[src/rtl/conv_sched_pkg.sv]
package conv_sched_pkg;
  typedef enum logic [1:0] {
    ST_IDLE = 2'd0,
    ST_CONV = 2'd1,
    ST_HOLD = 2'd2
  } sched_st_e;
endpackage

[src/rtl/cs_sync.sv]
module cs_sync #(
  parameter int W      = 1,
  parameter int STAGES = 2
) (
  input  logic         clk_i,
  input  logic         rst_ni,
  input  logic [W-1:0] d_i,
  output logic [W-1:0] q_o
);
  logic [W-1:0] stg_q [STAGES];

  always_ff @(posedge clk_i or negedge rst_ni) begin
    if (!rst_ni) begin
      for (int i = 0; i < STAGES; i++) stg_q[i] <= '0;
    end else begin
      stg_q[0] <= d_i;
      for (int i = 1; i < STAGES; i++) stg_q[i] <= stg_q[i-1];
    end
  end

  assign q_o = stg_q[STAGES-1];
endmodule

[src/rtl/cs_timer.sv]
module cs_timer #(
  parameter int PERIOD = 355
) (
  input  logic clk_i,
  input  logic rst_ni,
  input  logic en_i,
  output logic tick_o
);
  localparam int CW = (PERIOD > 1) ? $clog2(PERIOD) : 1;
  localparam logic [CW-1:0] LAST = CW'(PERIOD - 1);

  logic [CW-1:0] cnt_q;

  always_ff @(posedge clk_i or negedge rst_ni) begin
    if (!rst_ni)            cnt_q <= '0;
    else if (!en_i)         cnt_q <= '0;
    else if (cnt_q == LAST) cnt_q <= '0;
    else                    cnt_q <= cnt_q + 1'b1;
  end

  assign tick_o = en_i && (cnt_q == LAST);
endmodule

[src/rtl/cs_adc_model.sv]
// Fixed-latency stand-in for the analog converter.
module cs_adc_model #(
  parameter int LATENCY = 40
) (
  input  logic clk_i,
  input  logic rst_ni,
  input  logic start_i,
  input  logic abort_i,
  output logic done_o
);
  localparam int CW = (LATENCY > 1) ? $clog2(LATENCY) : 1;
  localparam logic [CW-1:0] LAST = CW'(LATENCY - 1);

  logic          run_q;
  logic [CW-1:0] cnt_q;

  assign done_o = run_q && (cnt_q == LAST) && !abort_i;

  always_ff @(posedge clk_i or negedge rst_ni) begin
    if (!rst_ni) begin
      run_q <= 1'b0;
      cnt_q <= '0;
    end else if (abort_i) begin
      run_q <= 1'b0;
      cnt_q <= '0;
    end else if (start_i) begin
      run_q <= 1'b1;
      cnt_q <= '0;
    end else if (done_o) begin
      run_q <= 1'b0;
      cnt_q <= '0;
    end else if (run_q) begin
      cnt_q <= cnt_q + 1'b1;
    end
  end
endmodule

[src/rtl/conv_sched.sv]
module conv_sched
  import conv_sched_pkg::*;
#(
  parameter int PERIOD_CYC  = 355,
  parameter int CONV_LAT    = 40,
  parameter int DATA_W      = 10,
  parameter int SYNC_STAGES = 2
) (
  input  logic              clk_i,
  input  logic              rst_ni,
  input  logic              mode_trig_i,
  input  logic              filt_dis_i,
  input  logic              conv_pin_i,
  input  logic              bus_busy_i,
  input  logic [DATA_W-1:0] sample_i,
  output logic              conv_start_o,
  output logic              conv_busy_o,
  output logic              conv_done_o,
  output logic [DATA_W-1:0] result_o,
  output logic              filt_en_o
);
  logic [1:0] async_in, sync_out;
  logic       pin_s, busy_s, pin_d_q, pin_rise;
  logic       tick, req, adc_done;
  logic       start_c, abort_c;
  logic       start_q, done_q;
  logic [DATA_W-1:0] result_q;
  sched_st_e  st_q, st_d;

  assign async_in = {bus_busy_i, conv_pin_i};

  cs_sync #(.W(2), .STAGES(SYNC_STAGES)) u_sync (
    .clk_i (clk_i),
    .rst_ni(rst_ni),
    .d_i   (async_in),
    .q_o   (sync_out)
  );

  assign pin_s  = sync_out[0];
  assign busy_s = sync_out[1];

  always_ff @(posedge clk_i or negedge rst_ni) begin
    if (!rst_ni) pin_d_q <= 1'b0;
    else         pin_d_q <= pin_s;
  end

  assign pin_rise = pin_s && !pin_d_q;

  cs_timer #(.PERIOD(PERIOD_CYC)) u_timer (
    .clk_i (clk_i),
    .rst_ni(rst_ni),
    .en_i  (!mode_trig_i),
    .tick_o(tick)
  );

  // mode only matters at the idle decision point
  assign req = mode_trig_i ? pin_rise : tick;

  cs_adc_model #(.LATENCY(CONV_LAT)) u_adc (
    .clk_i  (clk_i),
    .rst_ni (rst_ni),
    .start_i(start_c),
    .abort_i(abort_c),
    .done_o (adc_done)
  );

  always_comb begin
    st_d    = st_q;
    start_c = 1'b0;
    abort_c = 1'b0;
    unique case (st_q)
      ST_IDLE: begin
        if (req) begin
          if (busy_s) st_d = ST_HOLD;
          else begin
            st_d    = ST_CONV;
            start_c = 1'b1;
          end
        end
      end
      ST_CONV: begin
        // bus activity wins over a coincident completion
        if (busy_s) begin
          st_d    = ST_HOLD;
          abort_c = 1'b1;
        end else if (adc_done) begin
          st_d = ST_IDLE;
        end
      end
      ST_HOLD: begin
        if (!busy_s) begin
          st_d    = ST_CONV;
          start_c = 1'b1;
        end
      end
      default: st_d = ST_IDLE;
    endcase
  end

  always_ff @(posedge clk_i or negedge rst_ni) begin
    if (!rst_ni) begin
      st_q     <= ST_IDLE;
      start_q  <= 1'b0;
      done_q   <= 1'b0;
      result_q <= '0;
    end else begin
      st_q    <= st_d;
      start_q <= start_c;
      done_q  <= adc_done;
      if (adc_done) result_q <= sample_i;
    end
  end

  assign conv_start_o = start_q;
  assign conv_busy_o  = (st_q != ST_IDLE);
  assign conv_done_o  = done_q;
  assign result_o     = result_q;
  assign filt_en_o    = !filt_dis_i;
endmodule

[config.mk]
export PLATFORM = sky130hd
export DESIGN_NAME = conv_sched
export DESIGN_NICKNAME = d
export VERILOG_FILES = /design/src/rtl/conv_sched_pkg.sv /design/src/rtl/cs_sync.sv /design/src/rtl/cs_timer.sv /design/src/rtl/cs_adc_model.sv /design/src/rtl/conv_sched.sv
export SDC_FILE = /design/constraint.sdc
export NUM_CORES = 1
export LEC_CHECK = 0
export ABC_AREA = 1
export BUFFER_PORTS_ARGS = -buffer_cell sky130_fd_sc_hd__buf_2
export CAP_MARGIN = 10
export CORE_MARGIN = 3
export CORE_UTILIZATION = 45
export DETAILED_ROUTE_END_ITERATION = 10
export GPL_ROUTABILITY_DRIVEN = 0
export GPL_TIMING_DRIVEN = 0
export PLACE_DENSITY = 0.67
export RECOVER_POWER = 100
export SYNTH_ARGS = -nofsm -noshare
export SYNTH_HDL_FRONTEND = slang
export SYNTH_SLANG_ARGS = --single-unit
[constraint.sdc]
create_clock -name clk_i -period 1.3 [get_ports clk_i]
set_input_delay 0.13 -clock clk_i [delete_from_list [all_inputs] [get_ports clk_i]]
set_output_delay 0.13 -clock clk_i [all_outputs]
set_load 0.02 [all_outputs]
# Word level (Yosys, flattened, before mapping)
# Cells that the tools add are included.
dict set report op_classes {
  n_addsub 2
  n_eq_ne 7
  mux 21
  n_reduce_logical 13
}
# op count
set op_table {}
lappend op_table {{$mux 6} 4}
lappend op_table {{$mux 9} 2}
lappend op_table {{$mux 2} 5}
lappend op_table {{$add 9x1->9 const B} 1}
lappend op_table {{$eq 9x9->1 const B} 1}
lappend op_table {{$mux 1} 8}
lappend op_table {{$add 6x1->6 const B} 1}
lappend op_table {{$eq 6x6->1 const B} 1}
lappend op_table {{$pmux 2 s3} 1}
lappend op_table {{$logic_and 1x1->1} 4}
lappend op_table {{$logic_not 1->1} 4}
lappend op_table {{$ne 2x2->1 const B} 2}
lappend op_table {{$reduce_bool 4->1} 1}
lappend op_table {{$ne 3x2->1 const B} 1}
lappend op_table {{$reduce_and 3->1} 1}
lappend op_table {{$reduce_bool 3->1} 1}
lappend op_table {{$eq 2x1->1 const B} 1}
lappend op_table {{$eq 2x2->1 const B} 1}
lappend op_table {{$logic_not 2->1} 1}
lappend op_table {{$pmux 1 s2} 1}
lappend op_table {{$reduce_bool 2->1} 1}
dict set report totals {
  regBits 35
  input_bits 16
  output_inout_bits 14
  word_cells 53
}

# Logic depth before layout (Yosys ltp)
dict set report depth {
  ltp_word 7
  ltp_mapped 11
  ltp_nobuf 11
}

# Modules after synthesis
# From an unflattened synthesis, not the netlist that was laid out.
dict set report hier_totals {
  hier_cells 198
  hier_area_um2 1652.8
}
# module n_inst cells_per_inst area_per_inst_um2 seq_area_each_um2
set modules_own_cells {}
lappend modules_own_cells {conv_sched 1 74 615.6 375.4}
lappend modules_own_cells {cs_timer 1 66 500.5 225.2}
lappend modules_own_cells {cs_adc_model 1 52 421.7 175.2}
lappend modules_own_cells {cs_sync 1 6 115.1 100.1}

# Worst setup path after synthesis
# Ideal clock, no wire load.
dict set report synth_path {
  kind {register to register}
  start {register u_timer.cnt_q[0]}
  end {register u_adc.run_q}
  setup_time_ps 119
  arrival_ps 1204
  required_ps 1181
  setup_slack_ps -23
  path_stages_with_launch 12
  path_buffers 0
  synth_period_minus_slack_ps 1323
  cell_sequence {dfrtp_1 > inv_1 > ha_1 > nand2_1 > nor2_2 > nand2_2 > nand2_4 > nand2_2 > nand2_2 > nand2_4 > nand2_4 > o21ai_2}
}
dict set report synth_between {
  elab_chain_len 7
  word_cells_on_any_way 8
  cone_classes {eq/ne (1); mux (5); reduce/logical (2)}
}
# item line_no
set synth_lines {}
lappend synth_lines {{start, declared} cs_timer.sv:12} ;# logic [CW-1:0] cnt_q;
lappend synth_lines {{start signal, assigned} cs_timer.sv:18} ;# else cnt_q <= cnt_q + 1'b1;
lappend synth_lines {{$eq 9x9->1 (*)} cs_timer.sv:21} ;# assign tick_o = en_i && (cnt_q == LAST);
lappend synth_lines {{$logic_and 1x1->1 (*)} cs_timer.sv:21}
lappend synth_lines {{$mux 1 (*)} conv_sched.sv:57} ;# assign req = mode_trig_i ? pin_rise : tick;
lappend synth_lines {{$mux 1 (*)} conv_sched.sv:73} ;# if (req) begin
lappend synth_lines {{$pmux 1 s2 (*)} conv_sched.sv:71} ;# unique case (st_q)
lappend synth_lines {{$mux 1} cs_adc_model.sv:26} ;# end else if (start_i) begin
lappend synth_lines {{$mux 1} cs_adc_model.sv:23} ;# end else if (abort_i) begin
lappend synth_lines {{end signal, assigned} cs_adc_model.sv:24} ;# run_q <= 1'b0;
lappend synth_lines {{end signal, assigned} cs_adc_model.sv:27} ;# run_q <= 1'b1;
lappend synth_lines {{end signal, assigned} cs_adc_model.sv:30} ;# run_q <= 1'b0;
lappend synth_lines {{end, declared} cs_adc_model.sv:14} ;# logic run_q;
# Mark *: on every way between the ends. The rest lies on a longest branch, timed or not.
# A chain may end at the register's enable or synchronous reset.

# Worst setup path in the final report
dict set report layout_path {
  start {register u_timer.cnt_q[0]}
  end {register u_adc.cnt_q[2]}
}
dict set report layout_between {
  elab_chain_len 7
  word_cells_on_any_way 8
  cone_classes {eq/ne (1); mux (5); reduce/logical (2)}
}
# item line_no
set layout_lines {}
lappend layout_lines {{$eq 9x9->1 (*)} cs_timer.sv:21}
lappend layout_lines {{$logic_and 1x1->1 (*)} cs_timer.sv:21}
lappend layout_lines {{$mux 1 (*)} conv_sched.sv:57}
lappend layout_lines {{$mux 1 (*)} conv_sched.sv:73}
lappend layout_lines {{$pmux 1 s2 (*)} conv_sched.sv:71}
lappend layout_lines {{$mux 6} cs_adc_model.sv:26}
lappend layout_lines {{$mux 6} cs_adc_model.sv:23}
lappend layout_lines {{end signal, assigned} cs_adc_model.sv:33} ;# cnt_q <= cnt_q + 1'b1;
lappend layout_lines {{end, declared} cs_adc_model.sv:15} ;# logic [CW-1:0] cnt_q;
# Marks and branches as above.

==> run_results.csv <==
group,metric,value,unit
run_status,violations,"negative setup slack",
drt,post-route-drc-count,0,
drt,totalWireLength,3.08,mm
grt,grt_pass1_vias,1268,
clock_tree,numCtsBuffers,5,
clock_tree,clkSinkCount,35,
final_layout,antennaDiodeCount,0,
drt,drt-initial-drc-count,46,
drt,first_pass_iters,4,
timing,hold_viol_final,0,
final_layout,fin_cells,266,
timing,rsz0062_at_grt,"yes",
yosys,synthDistinctLibCells,25,
grt,overflow,0,
grt,grt_use_total,16.6,%
yosys,syn-num-nets,179,
yosys,yosys_warnings,0,
grt,antenna_found_initial,0,
yosys,synth_top_area_share,58.0,%
clock_tree,clk_latency,330,ps
timing,setup_tns,-1380,ps
floorplan,die_h,63.9,um
clock_tree,clk_pin_slew,100,ps
timing,final_min_period_over_clock_period,112,%
run_status,outcome,"finished, violations left",
yosys,yosysMostFrequentCell,"nand2_1",
yosys,seq_area_frac_synth,58.0,%
final_layout,fin_nets,240,
clock_tree,clk_root_buffer_cell,"clkbuf_4",
timing,skew,2.39,ps
timing,drv_slew,0,
floorplan,start_util,48.2,%
yosys,synth-edff-count,0,
timing,max_slew_margin,44.7,%
critical_path,cp-end-kind,"flip-flop",
final_layout,multiInputGateArea,618,sq um
yosys,synthTopCellsByArea,"dfrtp_1 58%, nand2_1 12%, nor2_1 3.7%",
yosys,postSynthAreaPerCell,9.43,sq um
min_path,hold_path.class,"flip-flop to flip-flop",
power,ir_drop,0.735,mV
clock_tree,htree_levels,2,
drt,vias,1239,
yosys,netlist_instances,160,
grt,grt_pass1_wl,5.25,mm
final_layout,syn2layout_area_growth,36.2,%
placement,dp_slack,-189,ps
timing,setup_viol,11,
floorplan,die-area,0.00408,sq mm
power,leakagePower,0.000996,uW
timing,setup_slack,-152,ps
placement,io_buffer_count,29,
drt,post_drt_wl_per_cell,11.6,um
power,pwr_density_cell,1270,mW/mm^2
yosys,synth_ff_type,"dfrtp_1",
critical_path,critPathArrivalTime,1680,ps
floorplan,coreArea,0.00313,sq mm
floorplan,chipWidth,63.9,um
yosys,yosys.area.top_type,"dfrtp_1",
placement,dp_hpwl,1.97,mm
clock_tree,cts_tree,"built",
critical_path,criticalPathCategory,"flip-flop to flip-flop",
critical_path,start_kind,"flip-flop",
drt,drtAntennaViolNets,0,
yosys,yosys-top-cells-count,"47 x nand2_1, 35 x dfrtp_1, 15 x nor2_1",
timing,worstMarginPinSlew,830,ps
yosys,synth-async-reset-ratio,100,%
final_layout,seqCellArea,876,sq um
timing,fmax,689,MHz
grt,grt_max_degree,36,
yosys,yosys_register_bits,35,
final_layout,drive_gt1_share,30.2,%
job,maxCapViolCount,0,
floorplan,rows,20,
final_layout,nFillCells,263,
critical_path,crit_fanout,6,
yosys,syn_area,0.00151,sq mm
floorplan,io-pin-count,30,
timing,layout_min_cycle_time,1450,ps
placement,place_inst,233,
clock_tree,clock_path_buffers,2,
drt,avgViaCountPerCell,4.66,
critical_path,cp.required,1530,ps
-- flip-flops by register name, indices dropped and copies added (netlist names) --
signal and flops:
u_sync.stg_q 2, pin_d_q 1, st_q 2, result_o 10
u_timer.cnt_q 9, u_adc.cnt_q 6, u_sync.q_o 2, conv_done_o 1
u_adc.run_q 1, conv_start_o 1
-- logic make-up after synthesis --
logic type               share of synthesized area, %
adder cells (fa/ha/maj)                          2.49
XOR/XNOR                                         3.48
AO/OA/AOI/OAI                                    2.99
flip-flops                                       58.0
AND/OR/NAND/NOR                                  28.2
buffers and inverters                            4.81
-- cell usage in the layout (no fill, tap or decap) --
cell | netlist | routed
clkbuf_2 | 0 | 1
inv_2 | 6 | 6
nor3b_1 | 3 | 1
nor3_2 | 1 | 1
o21ai_0 | 2 | 2
clkbuf_8 | 0 | 2
nor2_1 | 15 | 12
nand4_1 | 3 | 3
o21ai_2 | 1 | 1
o31ai_1 | 1 | 1
a21oi_2 | 1 | 1
clkbuf_1 | 0 | 14
nand3_2 | 0 | 3
nand3b_1 | 1 | 1
nand2_4 | 3 | 5
nor3b_2 | 0 | 2
nor3_1 | 1 | 1
ha_2 | 0 | 3
dfrtp_1 | 35 | 35
a21oi_1 | 2 | 2
nand2_2 | 4 | 3
xor2_1 | 3 | 3
clkbuf_4 | 0 | 5
buf_6 | 0 | 3
inv_1 | 10 | 10
nand3_1 | 9 | 6
xnor2_1 | 3 | 3
nor2_2 | 3 | 5
and3_1 | 1 | 1
buf_2 | 1 | 15
nand2_1 | 47 | 46
buf_4 | 1 | 10
dlygate4sd3_1 | 0 | 14
nor2_4 | 0 | 1
-- what timing repair did --
item                                   CTS  global route
resized for setup                        3            17
hold buffers                            14             0
pin swaps                                5             7
buffers inserted                         9             3
setup endpoints to repair               21            28
cloned                                   0             0
endpoints found under the hold margin   49             0
-- metal layers --
metal	vias to the layer above	wire (um)	global-route usage, %
met5	-	0	0
met4	0	47	4.04
met3	5	164	5.27
met2	32	1640	32.3
met1	580	1230	16.8
li1	622	-	-
-- critical path, stage by stage, from the launching register on --
cell and delay (ps):
dfrtp_1 410, inv_1 70, ha_2 170, nand2_2 60, nor2_2 90, nand2_2 80, nand2_4 80, nand2_4 60
nand2_4 80, nand2_4 80, nand2_4 120, nor3_2 50
-- path summary, 6_finish.rpt --
check                                                 from  depth (start not counted)  slack [ps]                         end
worst max-delay path            u_timer.cnt_q[0]$_DFF_PN0_                         11        -150  u_adc.cnt_q[2]$_DFFE_PN0P_
worst min-delay path             u_sync.stg_q[3]$_DFF_PN0_                          0         370     u_sync.q_o[1]$_DFF_PN0_
worst max register to register  u_timer.cnt_q[0]$_DFF_PN0_                         11        -150  u_adc.cnt_q[2]$_DFFE_PN0P_
worst min register to register   u_sync.stg_q[3]$_DFF_PN0_                          0         370     u_sync.q_o[1]$_DFF_PN0_
max in group asynchronous                           rst_ni                          2         360  u_timer.cnt_q[6]$_DFF_PN0_
min in group asynchronous                           rst_ni                          2         420  u_timer.cnt_q[0]$_DFF_PN0_
-- stage by stage --
stage / util [%] / total power, uW / hold slack [ps] / instance area (sq um)
after floorplan: - / 1690 / -166 / 1510
after global routing: 65.7 / 2800 / 379 / 2060
after detailed placement: 54.6 / 1850 / 240 / 1710
final: 65.7 / 2620 / 365 / 2060
after CTS: 63.8 / 2620 / 359 / 2000
after global placement: 54.6 / 1820 / 237 / 1710
-- final cells by class --
class                           count  share of cell area [%]
Buffer                              2                    1.10
Inverter                           16                    2.92
Tap cell                           44                    2.68
Clock buffer                        8                    3.35
Multi-Input combinational cell    107                    30.1
Timing Repair Buffer               54                    17.3
Sequential cell                    35                    42.6
-- where the power goes --
group	switching [uW]	total [uW]	internal [uW]	leakage, uW
Clock	339	657	318	0.0000386
Sequential	102	1300	1200	0.000415
Combinational	364	662	298	0.000543
Total	805	2620	1820	0.000996
Note: power is estimated with default switching activity, not from simulation.
